===== config.mk =====
export PLATFORM = sky130hd
export DESIGN_NAME = burst_injector
export DESIGN_NICKNAME = d
export VERILOG_FILES = /design/src/rtl/bi_pkg.sv /design/src/rtl/bi_flag.sv /design/src/rtl/bi_prescale.sv /design/src/rtl/bi_seq.sv /design/src/rtl/burst_injector.sv
export SDC_FILE = /design/constraint.sdc
export NUM_CORES = 1
export LEC_CHECK = 0
export BUFFER_PORTS_ARGS = -buffer_cell sky130_fd_sc_hd__buf_4
export CAP_MARGIN = 40
export CORE_AREA = 2 2 39 41
export CTS_CLUSTER_SIZE = 40
export DETAILED_ROUTE_END_ITERATION = 7
export DIE_AREA = 0 0 41 43
export MAX_ROUTING_LAYER = met4
export PLACE_DENSITY = 0.77
export SLEW_MARGIN = 20
export SYNTH_ARGS = -nofsm -noshare
export SYNTH_HDL_FRONTEND = slang
export SYNTH_HIERARCHICAL = 1
export SYNTH_SLANG_ARGS = --single-unit

===== constraint.sdc =====
create_clock -name clk -period 3.9 [get_ports clk]
set_input_delay 1.17 -clock clk [delete_from_list [all_inputs] [get_ports clk]]
set_output_delay 1.17 -clock clk [all_outputs]
set_load 0.01 [all_outputs]

===== src/rtl/bi_pkg.sv =====
package bi_pkg;
  typedef enum logic {PH_LOW = 1'b0, PH_HIGH = 1'b1} phase_e;
endpackage


===== src/rtl/bi_flag.sv =====
module bi_flag (
  input  logic clk,
  input  logic rst,
  input  logic req_set,
  input  logic req_clr,
  output logic armed
);
  always_ff @(posedge clk) begin
    if (rst)          armed <= 1'b0;
    else if (req_clr) armed <= 1'b0;
    else if (req_set) armed <= 1'b1;
  end

  assert_clr_wins_R1: assert property (@(posedge clk) disable iff (rst)
    req_clr |=> !armed);
endmodule


===== src/rtl/bi_prescale.sv =====
module bi_prescale #(
  parameter int HALF_CYC = 4
) (
  input  logic clk,
  input  logic rst,
  input  logic run,
  input  logic restart,
  output logic low_phase,
  output logic state_end
);
  import bi_pkg::*;
  localparam int PC_W = $clog2(HALF_CYC + 1);
  localparam logic [PC_W-1:0] PC_LAST = PC_W'(HALF_CYC - 1);

  logic [PC_W-1:0] pc_q;
  phase_e          ph_q;

  always_ff @(posedge clk) begin
    if (rst || restart || !run) begin
      pc_q <= '0;
      ph_q <= PH_LOW;
    end else if (pc_q == PC_LAST) begin
      pc_q <= '0;
      ph_q <= (ph_q == PH_LOW) ? PH_HIGH : PH_LOW;
    end else begin
      pc_q <= pc_q + 1'b1;
    end
  end

  assign low_phase = run && (ph_q == PH_LOW);
  assign state_end = run && (ph_q == PH_HIGH) && (pc_q == PC_LAST);

  assert_pc_range_R3: assert property (@(posedge clk) disable iff (rst)
    pc_q <= PC_LAST);
endmodule


===== src/rtl/bi_seq.sv =====
module bi_seq #(
  parameter int PULSES   = 8,
  parameter int DELAY_ST = 2
) (
  input  logic clk,
  input  logic rst,
  input  logic launch,
  input  logic bypass,
  input  logic state_end,
  output logic busy,
  output logic active,
  output logic connect,
  output logic in_pulse
);
  localparam int TOTAL = PULSES + DELAY_ST;
  localparam int CNT_W = $clog2(TOTAL + 1);
  localparam logic [CNT_W-1:0] LAST_C  = CNT_W'(TOTAL - 1);
  localparam logic [CNT_W-1:0] PULSE_C = CNT_W'(PULSES);

  logic [CNT_W-1:0] cnt_q;
  logic             finish;
  logic             pulses_done;

  assign finish      = busy && state_end && (cnt_q == LAST_C);
  assign pulses_done = busy && state_end && (cnt_q + 1'b1 == PULSE_C);

  always_ff @(posedge clk) begin
    if (rst) begin
      cnt_q <= LAST_C;
      busy  <= 1'b0;
    end else if (launch) begin
      cnt_q <= '0;
      busy  <= 1'b1;
    end else if (finish) begin
      busy  <= 1'b0;
    end else if (busy && state_end) begin
      cnt_q <= cnt_q + 1'b1;
    end
  end

  // set (start) has priority over clear (terminal pulse count)
  always_ff @(posedge clk) begin
    if (rst)              active <= 1'b0;
    else if (launch)      active <= 1'b1;
    else if (pulses_done) active <= 1'b0;
  end

  always_ff @(posedge clk) begin
    if (rst) connect <= 1'b0;
    else     connect <= finish || bypass;
  end

  assign in_pulse = (cnt_q < PULSE_C);

  assert_no_restart_R7: assert property (@(posedge clk) disable iff (rst)
    (busy && !launch) |=> (cnt_q >= $past(cnt_q)));
  assert_park_idle_R8: assert property (@(posedge clk) disable iff (rst)
    !busy |-> (cnt_q == LAST_C));
  assert_conn_one_R6: assert property (@(posedge clk) disable iff (rst)
    connect |=> !connect || $past(bypass) || $past(finish));
  assert_active_span_R4: assert property (@(posedge clk) disable iff (rst)
    active == (busy && in_pulse));
endmodule


===== src/rtl/burst_injector.sv =====
module burst_injector #(
  parameter int PULSES   = 8,
  parameter int DELAY_ST = 2,
  parameter int HALF_CYC = 4
) (
  input  logic clk,
  input  logic rst,
  input  logic req_set,
  input  logic req_clr,
  input  logic start,
  output logic clk_pull,
  output logic dat_pull,
  output logic busy,
  output logic connect
);
  logic armed, launch, bypass, accept;
  logic low_phase, state_end, active, in_pulse;

  assign accept = start && !busy;
  assign launch = accept && armed;
  assign bypass = accept && !armed;

  bi_flag u_flag (
    .clk(clk), .rst(rst), .req_set(req_set), .req_clr(req_clr), .armed(armed)
  );

  bi_prescale #(.HALF_CYC(HALF_CYC)) u_pre (
    .clk(clk), .rst(rst), .run(busy), .restart(launch),
    .low_phase(low_phase), .state_end(state_end)
  );

  bi_seq #(.PULSES(PULSES), .DELAY_ST(DELAY_ST)) u_seq (
    .clk(clk), .rst(rst), .launch(launch), .bypass(bypass),
    .state_end(state_end), .busy(busy), .active(active),
    .connect(connect), .in_pulse(in_pulse)
  );

  // clock gate: hidden states never reach the bus
  assign clk_pull = low_phase && in_pulse;
  assign dat_pull = active;

  assert_clk_under_dat_R4: assert property (@(posedge clk) disable iff (rst)
    clk_pull |-> dat_pull);
  assert_conn_idle_R6: assert property (@(posedge clk) disable iff (rst)
    connect |-> !busy);
  assert_reset_clear_R8: assert property (@(posedge clk)
    $past(rst) |-> (!busy && !clk_pull && !dat_pull && !connect));
  assert_launch_pull_R3: assert property (@(posedge clk) disable iff (rst)
    launch |=> (clk_pull && dat_pull));
endmodule


==> flow_summary_export.csv <==
group,metric,value,unit
status,status,"finished, final reports clean",
critical_path,critical_path.startpoint,"u_seq/busy$_SDFFE_PP0P_",
place,dp_hpwl,776,um
power_and_ir_drop,irDropWorstVdd,0.127,mV
timing,finalSetupViolCount,0,
yosys,synth_top_cell_by_area,"dfxtp_1",
hold_path,min_to,"u_pre/pc_q[0]$_SDFF_PP0_",
clock_tree,worst_skew_pair.late_latency,0.27,ns
power_and_ir_drop,p_int,172,uW
hold_path,hold_class,"reg -> reg",
critical_path,cp.required,2.73,ns
die,initial_core_util,0.448,
cells_and_area,nets,86,
yosys,synth_cell_type_count,32,
clock_tree,cts_sinks,12,
cells_and_area,drive_gt1_frac,0.247,
critical_path,r2r-end,"u_seq/cnt_q[1]$_SDFFE_PP0P_",
route,drt-pass1-iter-count,4,
route,via_count,479,
clock_tree,numCtsBuffers,3,
global_route,grt_max_degree,13,
hold_path,hp-start,"u_pre/pc_q[0]$_SDFF_PP0_",
yosys,async_flop_share,0,
yosys,postSynthCellCount,63,
clock_tree,cts.path.max_buffers,2,
clock_tree,cts_tree,"built",
critical_path,startpoint_type,"flip-flop",
critical_path,crit_slowest_cell,"dfxtp_1",
power_and_ir_drop,seqPwrFrac,0.578,
clock_tree,cts-root-buf,"clkbuf_4",
global_route,grt_pass1_vias,474,
yosys,netlist_area,619,sq um
die,io_pins,9,
power_and_ir_drop,pwr-share-comb,0.091,
place,pre_cts_ws,1.60,ns
timing,finalCritPeriodShare,0.604,
critical_path,slowest_delay,0.53,ns
clock_tree,clk_pin_slew,0.07,ns
timing,fin_crit,2.36,ns
cells_and_area,layout.cells.non_filler,89,
clock_tree,cts-htree-levels,1,
place,gp_congestion,0.685,
critical_path,rr_worst_depth,6,
critical_path,rr_startpoint,"u_pre/pc_q[0]$_SDFF_PP0_",
timing,fin_ws,1.54,ns
yosys,ys_seq_area_frac,0.388,
yosys,yosysWarningCount,6,
power_and_ir_drop,sw_frac_of_total,0.227,
critical_path,path_max_fanout,12,
global_route,antenna_found_initial,0,
timing,tightestPinTransition,0.414,ns
place,portBuffers,8,
cells_and_area,area_delta_synth_final,16.0,%
cells_and_area,nFillCells,132,
clock_tree,cts_setup_buffers,0,
clock_tree,cts_resized,0,
power_and_ir_drop,p_leak,0.000297,uW
route,avgViaCountPerCell,5.38,
route,drc_errors,0,
cells_and_area,antenna_cells,0,
power_and_ir_drop,power.density,310,nW/um^2
timing,clock_skew,0.00572,ns
power_and_ir_drop,power_switching,50.6,uW
die,die_w,41,um
timing,fmax,424,MHz
yosys,syn_nets,74,
critical_path,critPathKind,"reg -> out",
critical_path,reg2reg_slack,2.14,ns
critical_path,crit_buf_inv,1,
route,wl,1.06,mm
critical_path,crit_chain,"nor2b_1 > and2_1 > buf_4",
global_route,grt-ovfl-total,0,
yosys,syn_area_per_cell,9.83,sq um
yosys,synth_edf_count,0,
timing,final_max_slew_viol_count,0,
die,die_y,43,um
route,wl_per_cell,12.0,um
timing,rsz0062_at_grt,"no",
critical_path,endpoint_kind,"primary output",
clock_tree,hold_buffers,0,
hold_path,worstHoldPathCells,1,
die,rows,14,
timing,timing.setup.tns,0,ns
die,core_area,1380,sq um
die,dieArea,1760,sq um
timing,relSlewSlack,0.724,
yosys,synth-main-ff-cell,"dfxtp_1",
power_and_ir_drop,clockPowerShare,0.331,
yosys,synthTopCellsByArea,"dfxtp_1 39%, ha_1 12%, nor2_1 4.2%",
run,max_cap_violations,0,
critical_path,worst_ep_arrival_time,1.19,ns
place,numPlacedInstances,86,
critical_path,path_delay_family,"flip-flops",
global_route,grt.total_usage,0.149,
route,detail-route-antenna-nets,0,
timing,hold_viol,0,
global_route,grt_pass1_wl,1.77,mm
route,dr.first_iter.drc_count,6,
yosys,ys_ff_latch,12,
yosys,synth_top_cell_area_share,0.388,
registers in the layout, indices dropped and copies added, names as in the netlist:
register	count
u_seq/cnt_q	4
u_seq/active	1
u_seq/connect	1
u_pre/pc_q	3
u_pre/ph_q	1
u_flag/armed	1
u_seq/busy	1
worst max-delay path by stage:
stage,to,slack (ns),cells after the start
after detailed placement,u_pre/pc_q[0]$_SDFF_PP0_,1.60,4
after global routing,clk_pull,1.43,3
after CTS,clk_pull,1.52,3
after global placement,u_pre/pc_q[2]$_SDFF_PP0_,1.61,4
final,clk_pull,1.54,3
after floorplan,u_seq/cnt_q[0]$_SDFFE_PP1P_,1.82,4
Yosys cell counts (2+ instances only):
master / n
nor2b_1: 3
xnor2_1: 3
inv_1: 5
nor2_1: 7
nand3_1: 2
dfxtp_1: 12
ha_1: 6
power groups by stage:
stage / clock [uW] / combinational [uW] / sequential [uW]
floorplan: 0 / 11.3 / 132
global placement: 0 / 19.8 / 131
detailed placement: 0 / 20.3 / 132
CTS: 76.8 / 20.4 / 129
global route: 84.0 / 22.6 / 129
finish: 73.8 / 20.3 / 129
layout by cell type (no fill, tap or decap), types with 2 or more instances in the layout:
cell type   n
dfxtp_1    12
ha_1        6
inv_1       5
nand3_1     2
buf_4       8
clkbuf_4    3
nor2_1      7
nor2b_1     3
xnor2_1     3
per-layer routing:
metal	part of all wire	wire [um]	global-route usage	up-vias
met5	0	0	-	-
met4	0	0	0.0800	0
met3	0.028	30	0.0314	0
met2	0.50	536	0.244	7
met1	0.47	497	0.157	229
li1	-	-	-	243
stage by stage:
stage	hold slack (ns)	utilization	power, uW	area (sq um)
3_3_place_gp	0.410	0.503	151	696
5_1_grt	0.461	0.519	236	718
4_1_cts	0.422	0.519	226	718
3_5_place_dp	0.412	0.503	152	696
6_report	0.417	0.519	223	718
2_1_floorplan	0.396	-	143	619
final cells by class:
type	instances	area, sq um	share of cell area
tap	16	20.0	0.0279
multi-input combinational	45	357	0.497
sequential	12	240	0.334
timing repair buffer	8	60.1	0.0836
inverter	5	18.8	0.0261
clock buffer	3	22.5	0.0314
logic make-up after synthesis:
| group | after synthesis | synth area share |
|---|---|---|
| flip-flops | 12 | 0.388 |
| adder cells (fa/ha/maj) | 6 | 0.121 |
| multiplexers | 1 | 0.0162 |
| buffers and inverters | 6 | 0.0364 |
| XOR/XNOR | 3 | 0.0424 |
| AO/OA/AOI/OAI | 9 | 0.117 |
| AND/OR/NAND/NOR | 26 | 0.279 |
(Power assumes the default switching activity.)
